$ cat config.mk
export PLATFORM = sky130hd
export DESIGN_NAME = exc_entry_seq
export DESIGN_NICKNAME = d
export VERILOG_FILES = /design/src/rtl/exc_entry_pkg.sv /design/src/rtl/exc_msb_find.sv /design/src/rtl/exc_req_arbiter.sv /design/src/rtl/exc_status_stack.sv /design/src/rtl/exc_entry_seq.sv
export SDC_FILE = /design/constraint.sdc
export NUM_CORES = 1
export LEC_CHECK = 0
export BUFFER_PORTS_ARGS = -buffer_cell sky130_fd_sc_hd__buf_2
export CORE_MARGIN = 4
export CORE_UTILIZATION = 51
export CTS_CLUSTER_DIAMETER = 30
export DETAILED_ROUTE_END_ITERATION = 10
export PLACE_DENSITY = 0.87
export SYNTH_ARGS = -nofsm -noshare
export SYNTH_HDL_FRONTEND = slang
export SYNTH_SLANG_ARGS = --single-unit
$ cat constraint.sdc
create_clock -name clk -period 30.9 [get_ports clk]
set_input_delay 3.09 -clock clk [delete_from_list [all_inputs] [get_ports clk]]
set_output_delay 3.09 -clock clk [all_outputs]
set_load 0.05 [all_outputs]
$ cat src/rtl/exc_entry_pkg.sv
package exc_entry_pkg;

    parameter int XLEN = 32;

    typedef enum logic [1:0] {
        ST_IDLE   = 2'd0,
        ST_VREAD  = 2'd1,
        ST_COMMIT = 2'd2
    } seq_state_e;

    typedef enum logic [1:0] {
        SRC_NONE  = 2'd0,
        SRC_BREAK = 2'd1,
        SRC_MISS  = 2'd2,
        SRC_IRQ   = 2'd3
    } entry_src_e;

    typedef struct packed {
        seq_state_e        state;
        logic [XLEN-1:0]   vec_addr;
        logic [XLEN-1:0]   handler;
        logic [XLEN-1:0]   ret_addr;
        logic [XLEN-1:0]   status;
    } seq_regs_t;

endpackage

$ cat src/rtl/exc_msb_find.sv
module exc_msb_find #(
    parameter int W     = 32,
    parameter int IDX_W = (W > 1) ? $clog2(W) : 1
) (
    input  logic [W-1:0]     vec,
    output logic             found,
    output logic [IDX_W-1:0] idx
);
    always_comb begin
        found = 1'b0;
        idx   = '0;
        for (int i = 0; i < W; i++) begin
            if (vec[i]) begin
                found = 1'b1;
                idx   = i[IDX_W-1:0];
            end
        end
    end
endmodule

$ cat src/rtl/exc_req_arbiter.sv
module exc_req_arbiter
    import exc_entry_pkg::*;
#(
    parameter int          TRAP_W   = 8,
    parameter int          IRQ_W    = 32,
    parameter int          VEC_W    = 8,
    parameter logic [7:0]  MISS_VEC = 8'd4,
    parameter logic [7:0]  IRQ_BASE = 8'h30
) (
    input  logic              brk_req,
    input  logic [TRAP_W-1:0] brk_trap,
    input  logic              miss_req,
    input  logic [IRQ_W-1:0]  irq_pend,
    input  logic              irq_enable,
    output logic              take,
    output entry_src_e        src,
    output logic [VEC_W-1:0]  vec_num
);
    localparam int IDX_W = (IRQ_W > 1) ? $clog2(IRQ_W) : 1;

    logic             irq_any;
    logic [IDX_W-1:0] irq_idx;

    exc_msb_find #(.W(IRQ_W), .IDX_W(IDX_W)) u_msb (
        .vec   (irq_pend),
        .found (irq_any),
        .idx   (irq_idx)
    );

    always_comb begin
        take    = 1'b0;
        src     = SRC_NONE;
        vec_num = '0;
        if (brk_req) begin
            take    = 1'b1;
            src     = SRC_BREAK;
            vec_num = VEC_W'(brk_trap);
        end else if (miss_req) begin
            take    = 1'b1;
            src     = SRC_MISS;
            vec_num = VEC_W'(MISS_VEC);
        end else if (irq_any && irq_enable) begin
            take    = 1'b1;
            src     = SRC_IRQ;
            vec_num = VEC_W'(IRQ_BASE) + VEC_W'(irq_idx);
        end
    end
endmodule

$ cat src/rtl/exc_status_stack.sv
module exc_status_stack #(
    parameter int W     = 32,
    parameter int KEEP  = 2,
    parameter int SHIFT = 10
) (
    input  logic [W-1:0] old_status,
    output logic [W-1:0] new_status
);
    localparam int MOVED = W - KEEP - SHIFT;

    generate
        if (MOVED > 0) begin : g_stack
            assign new_status = {old_status[W-1 -: KEEP],
                                 old_status[MOVED-1:0],
                                 {SHIFT{1'b0}}};
        end else begin : g_clear
            assign new_status = {old_status[W-1 -: KEEP], {(W-KEEP){1'b0}}};
        end
    endgenerate
endmodule

$ cat src/rtl/exc_entry_seq.sv
module exc_entry_seq
    import exc_entry_pkg::*;
#(
    parameter int TRAP_W   = 8,
    parameter int IRQ_W    = 32,
    parameter int VEC_W    = 8,
    parameter int IEN_BIT  = 5,
    parameter int BRK_ILEN = 2
) (
    input  logic              clk,
    input  logic              rst,
    input  logic              brk_req,
    input  logic [TRAP_W-1:0] brk_trap,
    input  logic              miss_req,
    input  logic [IRQ_W-1:0]  irq_pend,
    input  logic [XLEN-1:0]   pc_i,
    input  logic [XLEN-1:0]   ebp_i,
    input  logic [XLEN-1:0]   ccs_i,
    output logic              mem_rd_req,
    output logic [XLEN-1:0]   mem_rd_addr,
    input  logic              mem_rd_valid,
    input  logic [XLEN-1:0]   mem_rd_data,
    output logic              pc_wr_en,
    output logic [XLEN-1:0]   pc_wr_data,
    output logic              erp_wr_en,
    output logic [XLEN-1:0]   erp_wr_data,
    output logic              ccs_wr_en,
    output logic [XLEN-1:0]   ccs_wr_data,
    output logic              busy,
    output logic              done
);
    localparam int WORD_SHIFT = 2;

    seq_regs_t        r_q, r_d;
    logic             arb_take;
    entry_src_e       arb_src;
    logic [VEC_W-1:0] arb_vec;
    logic [XLEN-1:0]  stacked;

    exc_req_arbiter #(
        .TRAP_W (TRAP_W),
        .IRQ_W  (IRQ_W),
        .VEC_W  (VEC_W)
    ) u_arb (
        .brk_req    (brk_req),
        .brk_trap   (brk_trap),
        .miss_req   (miss_req),
        .irq_pend   (irq_pend),
        .irq_enable (ccs_i[IEN_BIT]),
        .take       (arb_take),
        .src        (arb_src),
        .vec_num    (arb_vec)
    );

    exc_status_stack #(.W(XLEN), .KEEP(2), .SHIFT(10)) u_stack (
        .old_status (ccs_i),
        .new_status (stacked)
    );

    always_comb begin
        r_d = r_q;
        unique case (r_q.state)
            ST_IDLE: begin
                if (arb_take) begin
                    r_d.state    = ST_VREAD;
                    r_d.vec_addr = ebp_i + (XLEN'(arb_vec) << WORD_SHIFT);
                    r_d.ret_addr = (arb_src == SRC_BREAK) ? pc_i + XLEN'(BRK_ILEN) : pc_i;
                    r_d.status   = stacked;
                end
            end
            ST_VREAD: begin
                if (mem_rd_valid) begin
                    r_d.handler = mem_rd_data;
                    r_d.state   = ST_COMMIT;
                end
            end
            ST_COMMIT: r_d.state = ST_IDLE;
            default:   r_d.state = ST_IDLE;
        endcase
    end

    always_ff @(posedge clk) begin
        if (rst) begin
            r_q.state <= ST_IDLE;
        end else begin
            r_q <= r_d;
        end
    end

    assign busy        = (r_q.state != ST_IDLE);
    assign mem_rd_req  = (r_q.state == ST_VREAD);
    assign mem_rd_addr = r_q.vec_addr;
    assign done        = (r_q.state == ST_COMMIT);
    assign pc_wr_en    = done;
    assign erp_wr_en   = done;
    assign ccs_wr_en   = done;
    assign pc_wr_data  = r_q.handler;
    assign erp_wr_data = r_q.ret_addr;
    assign ccs_wr_data = r_q.status;
endmodule

Word level (Yosys, flattened, before mapping)
Index checks and enable logic that the tools add are counted.
Storage, ports and cells
  flip-flop bits (word level): 120
  bits of input ports: 173
Operators by class
  $add $sub $neg: 3
  eq/ne operators: 5
  multiplexer cells: 76
  bitwise operators: 1
  reduce and logical (&&, ||, !) cells: 6
Operators with widths (count)
  2-to-1 mux 5 bit: 30
  2-to-1 mux 1 bit: 36
  2-to-1 mux 34 bit: 1
  adder 32 x 10 -> 32 bit: 1
  adder 32 x 2 -> 32 bit, second input constant: 1
  2-to-1 mux 32 bit: 1
  2-to-1 mux 8 bit: 3
  2-to-1 mux 2 bit: 4
  adder 6 x 5 -> 7 bit, first input constant: 1
  AND reduction 3 bit: 2
  == test 2 x 1 -> 1 bit, second input constant: 2
  one-hot mux 2 bit (2 select lines): 1
  == test 2 bit, second input constant: 1
  logical NOT 2 bit: 1
  != test 2 x 1 -> 1 bit, second input constant: 1
  != test 2 bit, second input constant: 1
  AND reduction 2 bit: 1
  nonzero test 2 bit: 1
  logical AND 1 bit: 1
  inverter 1 bit: 1

Longest topological paths before layout
Gate-level depths: netlist (run 1).
  depth in word-level cells: 39
  gate-level depth with buffers: 13

Hierarchy
From an unflattened synthesis (run 1), not the netlist that was laid out.
Second synthesis, totals
  cells, all modules: 588
  area, all modules: 7081.8 um^2
Modules (own cells, without submodules)
  exc_entry_seq: instances 1, cells each 466, area an instance 6292.3 um^2
  exc_msb_find: instances 1, cells each 62, area an instance 357.8 um^2
  exc_status_stack: instances 1, cells each 33, area an instance 244.0 um^2
  exc_req_arbiter: instances 1, cells each 27, area an instance 187.7 um^2

Worst setup path after synthesis (run 1)
OpenSTA, ideal clock, no wires.
  kind: input port to flip-flop
  from: input irq_pend[20]
  to: register r_q (netlist bit ccs_wr_data[10]) (enable)
  library setup time: 0.987 ns
  arrival time: 16.706 ns
  data required time: 29.913 ns
  setup slack: 13.207 ns
  stages: 4
  buffers on the path: 0
  path through: nor4_1 nand4_1 o21ai_0 a2111oi_0
On the way
  cells in the longest elaborated chain, start to end: 17
RTL lines
  start: declaration: RTL line exc_entry_seq.sv:15  | input logic [IRQ_W-1:0] irq_pend,
  2-to-1 mux 1 bit (12 in a row): RTL line exc_msb_find.sv:13  | if (vec[i]) begin
  logical AND 1 bit: RTL line exc_req_arbiter.sv:42  | end else if (irq_any && irq_enable) begin
  2-to-1 mux 1 bit: RTL line exc_req_arbiter.sv:42
  2-to-1 mux 1 bit: RTL line exc_req_arbiter.sv:38  | end else if (miss_req) begin
  2-to-1 mux 1 bit: RTL line exc_req_arbiter.sv:34  | if (brk_req) begin
  AND reduction 3 bit (no source line)
  end signal: assignment: RTL line exc_entry_seq.sv:86  | r_q <= r_d;
  end: declaration: RTL line exc_entry_seq.sv:34  | seq_regs_t r_q, r_d;
No other way between the ends.
A chain may end at the register's enable or synchronous reset.

Worst setup path in the final report (run 1)
  from: input irq_pend[24]
  to: register r_q (netlist bit mem_rd_addr[14]) (data pin)
On the way
  cells in the longest elaborated chain, start to end: 13
  elaborated cells on any way between the ends: 22
RTL lines
  2-to-1 mux 5 bit or 2-to-1 mux 1 bit (tied branches) (8 in a row): RTL line exc_msb_find.sv:13
  adder 6 x 5 -> 7 bit or logical AND 1 bit (tied branches): RTL line exc_req_arbiter.sv:45, exc_req_arbiter.sv:42
  2-to-1 mux 8 bit *: RTL line exc_req_arbiter.sv:42
  2-to-1 mux 8 bit *: RTL line exc_req_arbiter.sv:38
  2-to-1 mux 8 bit *: RTL line exc_req_arbiter.sv:34
  adder 32 x 10 -> 32 bit *: RTL line exc_entry_seq.sv:66  | r_d.vec_addr = ebp_i + (XLEN'(arb_vec) << WORD_SHIFT);
Every way passes the cells marked *; elsewhere a longest branch is shown, timed or not.

==> out/qor.tcl, run 1 <==
set qor(post_detail_place_hpwl_um) 12100
set qor(drt_first_pass_iters) 4
set qor(overall_die_width_um) 120
set qor(ys_top_cells_by_area) {sky130_fd_sc_hd__edfxtp_1, sky130_fd_sc_hd__buf_4, sky130_fd_sc_hd__xnor2_1, sky130_fd_sc_hd__xor2_1, sky130_fd_sc_hd__nand2_1}
set qor(h-tree-depth) 4
set qor(synthesis.yosys.warnings) 0
set qor(die_height_um) 120
set qor(hold_violations) 0
set qor(hold_path_class) {reg2reg}
set qor(die_area_um2) 14500
set qor(post_synth.cell_area_avg_um2) 12.0
set qor(gpl.final_weighted_congestion) 0.884
set qor(synth_area_um2) 6450
set qor(cts_made_buffers) 17
set qor(ant_diodes) 0
set qor(required_ns) 31.05
set qor(fin_tns_setup_ns) 0
set qor(synth-seq-area-share_pct) 55.5
set qor(cts-root-buf) {sky130_fd_sc_hd__clkbuf_16}
set qor(tritoncts) {built}
set qor(finalNonFillerCells) 898
set qor(areaGrowthSynthToFinish_pct) 20.5
set qor(num_rows) 40
set qor(grt_overflow) 0
set qor(drc) 0
set qor(worstSkewPairLatency_ns) 0.41
set qor(synth_edf_count) 118
set qor(drt.antenna.violating_nets) 0
set qor(synth_common_cells) {sky130_fd_sc_hd__buf_4, sky130_fd_sc_hd__edfxtp_1, sky130_fd_sc_hd__xnor2_1}
set qor(post_route_cells_drive_above_1_share_pct) 44.8
set qor(wire_per_inst_um) 17.0
set qor(global_route.usage.total_pct) 20.0
set qor(multi_input_area_um2) 1870
set qor(critical_path.max_fanout) 11
set qor(ctsLongestPathBuffers) 2
set qor(clock_tree_sinks) 120
set qor(post-place-cells) 867
set qor(post-cts-setup-buffers) 0
set qor(design.core.area_um2) 12200
set qor(antenna_found_initial) 0
set qor(worst-slew-pin-transition_ns) 1.11
set qor(ctsResizeCount) 0
set qor(grt_start_max_net_pins) 87
set qor(path_type_of_the_worst_setup_path) {in2reg}
set qor(design_power_total_w) 0.000480
set qor(number_of_max_slew_violations_in_the_final_report) 0
set qor(layout_min_cycle_time_ns) 6.72
set qor(clk_pin_slew_worst_paths_ns) 0.06
set qor(numPortBuffers) 286
set qor(grt_setup_unrepaired) {no}
set qor(synth_flop_cell) {sky130_fd_sc_hd__edfxtp_1}
set qor(report.final.setup_viol) 0
set qor(dr_total_vias) 4588
set qor(initial_core_util_pct) 52.8
set qor(cts_hold_buffers) 0
set qor(syn_inst) 538
set qor(irDropWorstVdd_mv) 0.0305
set qor(area.sequential_um2) 3580
set qor(dr.first_iter.drc_count) 273
set qor(status) {finished, final reports clean}
set qor(routed_wl_um) 15300
set qor(arrival_ns) 6.87
set qor(final_net_count) 901
set qor(synthMostInstantiatedCell) {sky130_fd_sc_hd__buf_4}
set qor(slew_headroom_pct) 26.1
set qor(fin_skew_ns) 0.0126
set qor(pin_count) 307
set qor(endpoint_kind) {flip-flop}
set qor(power_density_nw_per_um2) 61.8
set qor(timing.final.crit_share_pct) 21.8
set qor(dp_slack_ns) 23.82
set qor(fin_area_um2) 7770
set qor(netlist.area_leader.share_pct) 54.9
set qor(timing.fmax_ghz) 0.149
set qor(fillers) 953
set qor(worstSetupStartpointType) {input port}
set qor(maxCapViolCount) 0
set qor(post-synth-top-area-cell) {sky130_fd_sc_hd__edfxtp_1}
set qor(ys_seq_elements) 120
set qor(synth_cell_type_count) 50
set qor(postSynth.asyncResetShare_pct) 0
set qor(detail_route.vias_per_cell) 5.11
set qor(grt_pass1_wl_um) 22200
set qor(postLayoutSetupSlackWorst_ns) 24.18
set qor(first_global_vias) 4439
set qor(placed_cell_area_um2) 7150
set qor(power.static_leakage_nw) 3.26
placed cells by master (no fill, tap or decap), types with 2 or more instances in the layout:
master	instances
sky130_fd_sc_hd__buf_2	286
sky130_fd_sc_hd__edfxtp_1	118
sky130_fd_sc_hd__xnor2_1	38
sky130_fd_sc_hd__nand2_1	33
sky130_fd_sc_hd__nor2_1	24
sky130_fd_sc_hd__clkbuf_16	17
sky130_fd_sc_hd__xor2_1	16
sky130_fd_sc_hd__nand3_1	15
sky130_fd_sc_hd__nor4_1	13
sky130_fd_sc_hd__o21ai_0	11
sky130_fd_sc_hd__nand4_1	10
sky130_fd_sc_hd__nor3_1	10
sky130_fd_sc_hd__conb_1	10
sky130_fd_sc_hd__and4_1	9
sky130_fd_sc_hd__ha_1	9
sky130_fd_sc_hd__inv_1	8
sky130_fd_sc_hd__a21oi_1	7
sky130_fd_sc_hd__nor2b_1	6
sky130_fd_sc_hd__o31ai_1	6
sky130_fd_sc_hd__nand2b_1	6
sky130_fd_sc_hd__and3_1	5
sky130_fd_sc_hd__a211oi_1	5
sky130_fd_sc_hd__nor3b_1	4
sky130_fd_sc_hd__a31oi_1	4
sky130_fd_sc_hd__a21o_1	4
sky130_fd_sc_hd__or3_1	4
sky130_fd_sc_hd__bufinv_16	4
sky130_fd_sc_hd__clkinv_4	4
sky130_fd_sc_hd__o21a_1	3
sky130_fd_sc_hd__o2111ai_1	3
sky130_fd_sc_hd__o211ai_1	3
sky130_fd_sc_hd__buf_4	3
sky130_fd_sc_hd__a22o_1	2
sky130_fd_sc_hd__a211o_1	2
sky130_fd_sc_hd__and2_1	2
sky130_fd_sc_hd__nor3_2	2
sky130_fd_sc_hd__clkinvlp_4	2
sky130_fd_sc_hd__inv_6	2
sky130_fd_sc_hd__clkinv_2	2
sky130_fd_sc_hd__dfxtp_1	2
path summary, 6_finish.rpt:
path | from | end | slack (ns) | depth (start not counted)
hold reg to reg | r_q[128] | r_q[129] | 0.59 | 2
hold / removal | r_q[128] | r_q[129] | 0.59 | 2
setup reg to reg | r_q[128] | ccs_wr_data[12] | 28.87 | 2
setup / recovery | irq_pend[24] | mem_rd_addr[14] | 24.18 | 12
layout make-up:
| class | instances | share of cell area, % |
|---|---|---|
| Multi-Input combinational cell | 282 | 24.1 |
| Clock inverter | 14 | 2.54 |
| Tap cell | 168 | 2.70 |
| Sequential cell | 120 | 46.1 |
| Timing Repair Buffer | 289 | 18.7 |
| Inverter | 8 | 0.386 |
| Clock buffer | 17 | 5.47 |
critical path, stage by stage:
cell and delay [ns]:
sky130_fd_sc_hd__buf_2 0.11, sky130_fd_sc_hd__nor4_1 0.62, sky130_fd_sc_hd__nand4_1 0.29, sky130_fd_sc_hd__o21ai_0 0.57, sky130_fd_sc_hd__a31oi_1 0.09, sky130_fd_sc_hd__o31a_1 0.27
sky130_fd_sc_hd__ha_1 0.34, sky130_fd_sc_hd__a21o_1 0.15, sky130_fd_sc_hd__a41oi_1 0.14, sky130_fd_sc_hd__a31oi_1 0.78, sky130_fd_sc_hd__o21ai_0 0.23, sky130_fd_sc_hd__xnor2_1 0.18
report_power, final:
part           switching, W  total (W)  leakage (nW)  internal [W]
clock             0.0000728   0.000208         0.300      0.000135
combinational     0.0000574  0.0000792          1.84     0.0000218
sequential       0.00000236   0.000193          1.12      0.000191
total              0.000133   0.000480          3.26      0.000348
stage by stage:
| stage | hold slack (ns) | util, % |
|---|---|---|
| after global placement | 0.569 | 58.6 |
| after floorplan | 0.487 | - |
| after CTS | 0.593 | 63.7 |
| after detailed placement | 0.586 | 58.6 |
| after global routing | 0.629 | 63.7 |
| final | 0.589 | 63.7 |
cell families (layout without fill, tap and decap cells):
family,Yosys count,after routing,share of synthesized area (%)
other,1,10,0.0581
muxes,1,1,0.174
xor gates and xnor gates,54,54,7.33
and+or+nand+nor,149,149,12.4
AOI/OAI and AO/OA,58,58,6.30
DFF,120,120,55.5
adders and majority gates,10,10,2.06
buffers and inverters,145,328,16.1
state kept, by name, indices dropped and copies added, names as in the netlist:
signal	flops
ccs_wr_data	22
erp_wr_data	32
mem_rd_addr	32
pc_wr_data	32
r_q	2
layer usage:
layer  global-route usage (%)  wire length [µm]  vias to the layer above
li1                         -                 -                     2179
met1                     20.3              5300                     2148
met2                     39.0              8390                      241
met3                     5.47              1330                       20
met4                     6.94               251                        0
met5                        0                 0                        -
(Power assumes the default switching activity.)
==> run 2: changes to the inputs <==
--- a/config.mk
+++ b/config.mk
@@ -7,10 +7,10 @@
 export LEC_CHECK = 0
 export BUFFER_PORTS_ARGS = -buffer_cell sky130_fd_sc_hd__buf_2
 export CORE_MARGIN = 4
-export CORE_UTILIZATION = 51
+export CORE_UTILIZATION = 43
 export CTS_CLUSTER_DIAMETER = 30
 export DETAILED_ROUTE_END_ITERATION = 10
-export PLACE_DENSITY = 0.87
+export PLACE_DENSITY = 0.78
 export SYNTH_ARGS = -nofsm -noshare
 export SYNTH_HDL_FRONTEND = slang
 export SYNTH_SLANG_ARGS = --single-unit
==> constraint.sdc (replaced) <==
create_clock -name clk -period 5.5 [get_ports clk]
set_input_delay 0.55 -clock clk [delete_from_list [all_inputs] [get_ports clk]]
set_output_delay 0.55 -clock clk [all_outputs]
set_load 0.05 [all_outputs]
==> out/qor.tcl, run 2 (same netlist as run 1, synthesis figures left out) <==
set qor(status) {finished, final reports clean}
set qor(antenna_found_initial) 0 ;# unchanged
set qor(timing.final.crit_share_pct) 73.7
set qor(tritoncts) {built}
set qor(layout.cells.most_common) {sky130_fd_sc_hd__buf_2}
set qor(cts_made_buffers) 17 ;# unchanged
set qor(final_net_count) 902 ;# +0.11%
set qor(finalNonFillerCells) 916 ;# +2.0%
set qor(dr_total_vias) 4498 ;# -2.0%
set qor(grt_start_max_net_pins) 53 ;# -39%
set qor(drt.antenna.violating_nets) 0 ;# unchanged
set qor(fin_area_um2) 7750 ;# -0.35%
set qor(timing.critical_path.from) {irq_pend[24]}
set qor(grtUsageMet3_pct) 4.63 ;# -0.84 points
set qor(cts-root-buf) {sky130_fd_sc_hd__clkbuf_16}
set qor(grt_pass1_wl_um) 20700 ;# -6.8%
set qor(arrival_ns) 4.20 ;# -2.67 ns
set qor(layout.cells.most_common_list) {sky130_fd_sc_hd__buf_2, sky130_fd_sc_hd__edfxtp_1, sky130_fd_sc_hd__xnor2_1, sky130_fd_sc_hd__nand2_1, sky130_fd_sc_hd__nor2_1}
set qor(dr.first_iter.drc_count) 257 ;# -5.9%
set qor(post_route_cells_drive_above_1_share_pct) 44.8 ;# about the same
set qor(timing.rr.start) {r_q[128]}
set qor(overall_die_width_um) 131 ;# +8.3%
set qor(pin_count) 307 ;# unchanged
set qor(worst-slew-pin-transition_ns) 1.03 ;# -0.0794 ns
set qor(die_height_um) 131 ;# +8.3%
set qor(fin_tns_setup_ns) 0 ;# unchanged
set qor(drt_first_pass_iters) 6 ;# +2
set qor(power.static_leakage_nw) 3.23 ;# -1.0%
set qor(timing.fmax_ghz) 0.247
set qor(ctsLongestPathBuffers) 2 ;# unchanged
set qor(global_route.usage.total_pct) 15.8 ;# -4.3 points
set qor(num_rows) 44 ;# +10%
set qor(first_global_vias) 4210 ;# -5.2%
set qor(grt.busiest_layer) {met2}
set qor(maxCapViolCount) 0 ;# unchanged
set qor(clk_pin_slew_worst_paths_ns) 0.06 ;# about the same
set qor(endpoint_kind) {flip-flop}
set qor(number_of_max_slew_violations_in_the_final_report) 0 ;# unchanged
set qor(gr_util_met2_pct) 28.6 ;# -10 points
set qor(slew_headroom_pct) 31.1 ;# +5.0 points
set qor(initial_core_util_pct) 44.1 ;# -8.8 points
set qor(detail_route.vias_per_cell) 4.91 ;# -3.9%
set qor(design.core.area_um2) 14600 ;# +20%
set qor(power_density_nw_per_um2) 330 ;# +430%
set qor(fin_skew_ns) 0.00531 ;# -0.00725 ns
set qor(post-place-cells) 884 ;# +2.0%
set qor(hold_path_class) {in2reg}
set qor(worstSetupStartpointType) {input port}
set qor(timing.hold.worst.start) {mem_rd_data[28]}
set qor(ant_diodes) 0 ;# unchanged
set qor(report.final.setup_viol) 0 ;# unchanged
set qor(hold_violations) 0 ;# unchanged
set qor(required_ns) 5.65 ;# -25.40 ns
set qor(irDropWorstVdd_mv) 0.194 ;# +540%
set qor(gpl.final_weighted_congestion) 0.913 ;# +3.3%
set qor(drc) 0 ;# unchanged
set qor(critical_path.max_fanout) 11 ;# unchanged
set qor(cts_hold_buffers) 0 ;# unchanged
set qor(routed_wl_um) 14400 ;# -6.0%
set qor(die_area_um2) 17000 ;# +17%
set qor(grt_setup_unrepaired) {no}
set qor(design_power_total_w) 0.00256 ;# +430%
set qor(wire_per_inst_um) 15.7 ;# -7.8%
set qor(h-tree-depth) 4 ;# unchanged
set qor(numPortBuffers) 286 ;# unchanged
set qor(grt_overflow) 0 ;# unchanged
set qor(path_type_of_the_worst_setup_path) {in2reg}
set qor(clock_tree_sinks) 120 ;# unchanged
set qor(placed_cell_area_um2) 7190 ;# +0.56%
set qor(layout_min_cycle_time_ns) 4.05
set qor(ctsResizeCount) 0 ;# unchanged
set qor(post_detail_place_hpwl_um) 11500 ;# -4.6%
set qor(grt_util_met1_pct) 17.1 ;# -3.2 points
set qor(post-cts-setup-buffers) 0 ;# unchanged
set qor(worstSkewPairLatency_ns) 0.40 ;# about the same
set qor(areaGrowthSynthToFinish_pct) 20.0
[run 2: changes by cell type in the layout (fill, tap and decap cells not counted)]
cell                         delta
sky130_fd_sc_hd__clkinv_2       +1
sky130_fd_sc_hd__inv_6          +1
sky130_fd_sc_hd__clkinv_4       -2
sky130_fd_sc_hd__buf_4          +1
sky130_fd_sc_hd__bufinv_16      -3
sky130_fd_sc_hd__a2111oi_2      -1
sky130_fd_sc_hd__clkbuf_1       +1
sky130_fd_sc_hd__clkinvlp_4     +3
sky130_fd_sc_hd__a2111oi_4      +1
[run 2: layer usage]
metal  wire [µm]  share of wire, %
met3        1250               8.7
met5           0                 0
met1        5240                36
met2        7530                52
met4         346               2.4
[run 2: worst max-delay path, cell delays in order]
cell	delay (ns)
sky130_fd_sc_hd__buf_2	0.11
sky130_fd_sc_hd__nor4_1	0.55
sky130_fd_sc_hd__nand4_1	0.27
sky130_fd_sc_hd__o21ai_0	0.52
sky130_fd_sc_hd__a31oi_1	0.08
sky130_fd_sc_hd__o31a_1	0.27
sky130_fd_sc_hd__ha_1	0.35
sky130_fd_sc_hd__a21o_1	0.16
sky130_fd_sc_hd__a41oi_1	0.15
sky130_fd_sc_hd__a31oi_1	0.81
sky130_fd_sc_hd__o21ai_0	0.23
sky130_fd_sc_hd__xnor2_1	0.17
[run 2: final cells by class]
type,instances,area (µm²)
Clock buffer,18,429
Clock inverter,14,126
Fill cell,1288,6900
Inverter,8,30.0
Multi-Input combinational cell,282,1890
Sequential cell,120,3580
Tap cell,184,230
Timing Repair Buffer,290,1460
[run 2: path summary, 6_finish.rpt]
kind,to,slack [ns],depth (start not counted)
setup / recovery,mem_rd_addr[22],1.45,12
setup reg to reg,ccs_wr_data[11],3.77,2
hold / removal,pc_wr_data[28],0.32,1
hold reg to reg,r_q[129],0.63,1
[run 2: through the flow]
stage	setup WS (ns)	util (%)	hold WS [ns]
detailed placement	1.01	49.1	0.628
global placement	1.06	49.1	0.599
CTS	1.43	52.9	0.306
floorplan	1.13	-	0.529
global route	1.15	52.9	0.297
finish	1.45	52.9	0.323
[run 2: power by group]
group / internal (W) / leakage (nW) / switching, W
combinational: 0.000124 / 1.85 / 0.000322
sequential: 0.00107 / 1.12 / 0.0000128
clock: 0.000623 / 0.259 / 0.000406
total: 0.00182 / 3.23 / 0.000740
==> run 3: changes to the inputs <==
==> constraint.sdc (replaced) <==
create_clock -name clk -period 3.65 [get_ports clk]
set_input_delay 0.365 -clock clk [delete_from_list [all_inputs] [get_ports clk]]
set_output_delay 0.365 -clock clk [all_outputs]
set_load 0.05 [all_outputs]
==> out/qor.tcl, run 3 (same netlist as run 1, synthesis figures left out) <==
set qor(timing.rr.start) {r_q[128]}
set qor(dr_total_vias) 4500 ;# +0.044%
set qor(wire_per_inst_um) 16.3 ;# +4.2%
set qor(fillers) 1325 ;# +2.9%
set qor(status) {finished, final reports clean}
set qor(rr_worst_depth) 2 ;# unchanged
set qor(comb_power_share_pct) 17.5 ;# about the same
set qor(initial_core_util_pct) 44.1 ;# unchanged
set qor(ctsLongestPathBuffers) 2 ;# unchanged
set qor(worstSkewPairLatency_ns) 0.40 ;# about the same
set qor(layout_min_cycle_time_ns) 3.18
set qor(power_density_nw_per_um2) 498 ;# +51%
set qor(routed_wl_um) 15100 ;# +5.3%
set qor(slew_headroom_pct) 39.2 ;# +8.1 points
set qor(hold_violations) 0 ;# unchanged
set qor(antenna_found_initial) 2 ;# +2
set qor(drt.antenna.violating_nets) 0 ;# unchanged
set qor(numPortBuffers) 286 ;# unchanged
set qor(dr.first_iter.drc_count) 298 ;# +16%
set qor(net_sw_power_w) 0.00112 ;# +51%
set qor(timing.fmax_ghz) 0.315
set qor(drc) 0 ;# unchanged
set qor(critical_path.max_fanout) 11 ;# unchanged
set qor(grt_start_max_net_pins) 87 ;# +64%
set qor(first_global_vias) 4321 ;# +2.6%
set qor(cts_hold_buffers) 0 ;# unchanged
set qor(clock_tree_sinks) 120 ;# unchanged
set qor(required_ns) 3.78 ;# -1.87 ns
set qor(cts_made_buffers) 17 ;# unchanged
set qor(grt_pass1_wl_um) 22000 ;# +6.1%
set qor(p_int_w) 0.00282 ;# +55%
set qor(gpl.final_weighted_congestion) 0.870 ;# -4.7%
set qor(area.sequential_um2) 3580 ;# unchanged
set qor(areaGrowthSynthToFinish_pct) 22.4
set qor(fin_skew_ns) 0.00764 ;# +0.00233 ns
set qor(timing.final.crit_share_pct) 87.1
set qor(number_of_max_slew_violations_in_the_final_report) 0 ;# unchanged
set qor(layout.cells.most_common_list) {sky130_fd_sc_hd__buf_2, sky130_fd_sc_hd__edfxtp_1, sky130_fd_sc_hd__xnor2_1, sky130_fd_sc_hd__nand2_1, sky130_fd_sc_hd__nor2_1}
set qor(tritoncts) {built}
set qor(path_type_of_the_worst_setup_path) {in2reg}
set qor(power.static_leakage_nw) 3.29 ;# +2.0%
set qor(drt_first_pass_iters) 4 ;# -2
set qor(final_net_count) 910 ;# +0.89%
set qor(global_route.usage.total_pct) 16.6 ;# +0.89 points
set qor(multi_input_area_um2) 1940 ;# +2.7%
set qor(arrival_ns) 3.31 ;# -0.89 ns
set qor(grt_overflow) 0 ;# unchanged
set qor(post_route_cells_drive_above_1_share_pct) 46.2 ;# +1.4 points
set qor(maxCapViolCount) 0 ;# unchanged
set qor(die_area_um2) 17000 ;# unchanged
set qor(worst_hold_slack_ns) 0.144 ;# -0.179 ns
set qor(dp_slack_ns) 0.0842 ;# -0.930 ns
set qor(postLayoutSetupSlackWorst_ns) 0.472 ;# -0.974 ns
set qor(timing.critical_path.from) {irq_pend[8]}
set qor(irDropWorstVdd_mv) 0.311 ;# +60%
set qor(overall_die_width_um) 131 ;# unchanged
set qor(power_switching_share_pct) 28.4 ;# -0.51 points
set qor(die_height_um) 131 ;# unchanged
set qor(pin_count) 307 ;# unchanged
set qor(report.final.setup_viol) 0 ;# unchanged
set qor(worstReg2RegEnd) {ccs_wr_data[25]}
set qor(post-cts-setup-buffers) 0 ;# unchanged
set qor(clock_power_share_pct) 40.9 ;# +0.7 points
set qor(clk_pin_slew_worst_paths_ns) 0.06 ;# about the same
set qor(h-tree-depth) 4 ;# unchanged
set qor(fin_tns_setup_ns) 0 ;# unchanged
set qor(crit_end) {mem_rd_addr[31]}
set qor(cts-root-buf) {sky130_fd_sc_hd__clkbuf_16}
set qor(grt_setup_unrepaired) {no}
set qor(worst-slew-pin-transition_ns) 0.904 ;# -0.124 ns
set qor(design.core.area_um2) 14600 ;# unchanged
set qor(hold_path_class) {in2reg}
set qor(rrSetupSlack_ns) 2.05 ;# -1.72 ns
set qor(endpoint_kind) {flip-flop}
set qor(worstSetupStartpointType) {input port}
set qor(sequentialPowerShare_pct) 41.5 ;# -0.9 points
set qor(layout.cells.most_common) {sky130_fd_sc_hd__buf_2}
set qor(ctsResizeCount) 0 ;# unchanged
set qor(post_detail_place_hpwl_um) 11900 ;# +3.4%
set qor(detail_route.vias_per_cell) 4.86 ;# -1.0%
set qor(design_power_total_w) 0.00393 ;# +54%
set qor(num_rows) 44 ;# unchanged
-- run 3: cell types whose count changed in the layout (fill, tap and decap cells not counted), moves of 2 or more --
cell                         before  now
sky130_fd_sc_hd__diode_2          0    2
sky130_fd_sc_hd__clkinv_1         0    2
sky130_fd_sc_hd__buf_4            4   11
sky130_fd_sc_hd__nor4_1          13    7
sky130_fd_sc_hd__clkinvlp_4       5    3
sky130_fd_sc_hd__nor4_2           0    5
-- run 3: how the worst min path moves through the flow --
| stage | startpoint | endpoint | slack, ns | depth (start not counted) |
|---|---|---|---|---|
| CTS | ccs_i[19] | ccs_wr_data[29] | 0.13 | 1 |
| floorplan | rst | r_q[129] | 0.44 | 1 |
| global route | mem_rd_data[12] | pc_wr_data[12] | 0.11 | 1 |
| global placement | mem_rd_data[13] | pc_wr_data[13] | 0.54 | 1 |
| detailed placement | ccs_i[31] | ccs_wr_data[31] | 0.54 | 1 |
| finish | mem_rd_data[12] | pc_wr_data[12] | 0.14 | 1 |
-- run 3: per-stage QoR --
| step | area [µm²] | instances | utilization (%) |
|---|---|---|---|
| 3_3_place_gp | 7310 | 892 | 49.9 |
| 3_5_place_dp | 7310 | 892 | 49.9 |
| 4_1_cts | 7890 | 924 | 53.9 |
| 2_1_floorplan | 6560 | 547 | - |
| 5_1_grt | 7900 | 926 | 53.9 |
| 6_report | 7900 | 926 | 53.9 |
-- run 3: critical path: stages --
cell and delay [ns]:
sky130_fd_sc_hd__buf_2 0.13, sky130_fd_sc_hd__nor4_1 0.38, sky130_fd_sc_hd__nand4_1 0.17, sky130_fd_sc_hd__o21ai_0 0.34, sky130_fd_sc_hd__a22o_1 0.20, sky130_fd_sc_hd__a31oi_1 0.07, sky130_fd_sc_hd__ha_1 0.34, sky130_fd_sc_hd__a211o_1 0.30
sky130_fd_sc_hd__a211o_1 0.30, sky130_fd_sc_hd__a211oi_1 0.20, sky130_fd_sc_hd__buf_4 0.22, sky130_fd_sc_hd__nand2b_1 0.18, sky130_fd_sc_hd__o21ai_0 0.10
-- run 3: power by group through the flow --
stage | sequential, W | clock, W | combinational [W]
2_1_floorplan | 0.00167 | 0 | 0.000545
3_3_place_gp | 0.00166 | 0 | 0.000682
3_5_place_dp | 0.00166 | 0 | 0.000692
4_1_cts | 0.00163 | 0.00164 | 0.000695
5_1_grt | 0.00164 | 0.00171 | 0.000732
6_report | 0.00163 | 0.00161 | 0.000690
-- run 3: final cells by class --
cell class	instances	share of cell area (%)
antenna	2	0.0634
clock buffer	17	5.39
tap	184	2.92
clock inverter	15	1.93
inverter	8	0.380
timing repair buffer	298	19.4
sequential	120	45.4
multi-input combinational	282	24.5
-- run 3: metal layers --
| layer | part of all wire (%) | GRT usage (%) | up-vias |
|---|---|---|---|
| li1 | - | - | 2201 |
| met1 | 37 | 18.6 | 2085 |
| met2 | 54 | 30.2 | 194 |
| met3 | 7.5 | 4.47 | 20 |
| met4 | 2.0 | 6.23 | 0 |
| met5 | 0 | 0 | - |
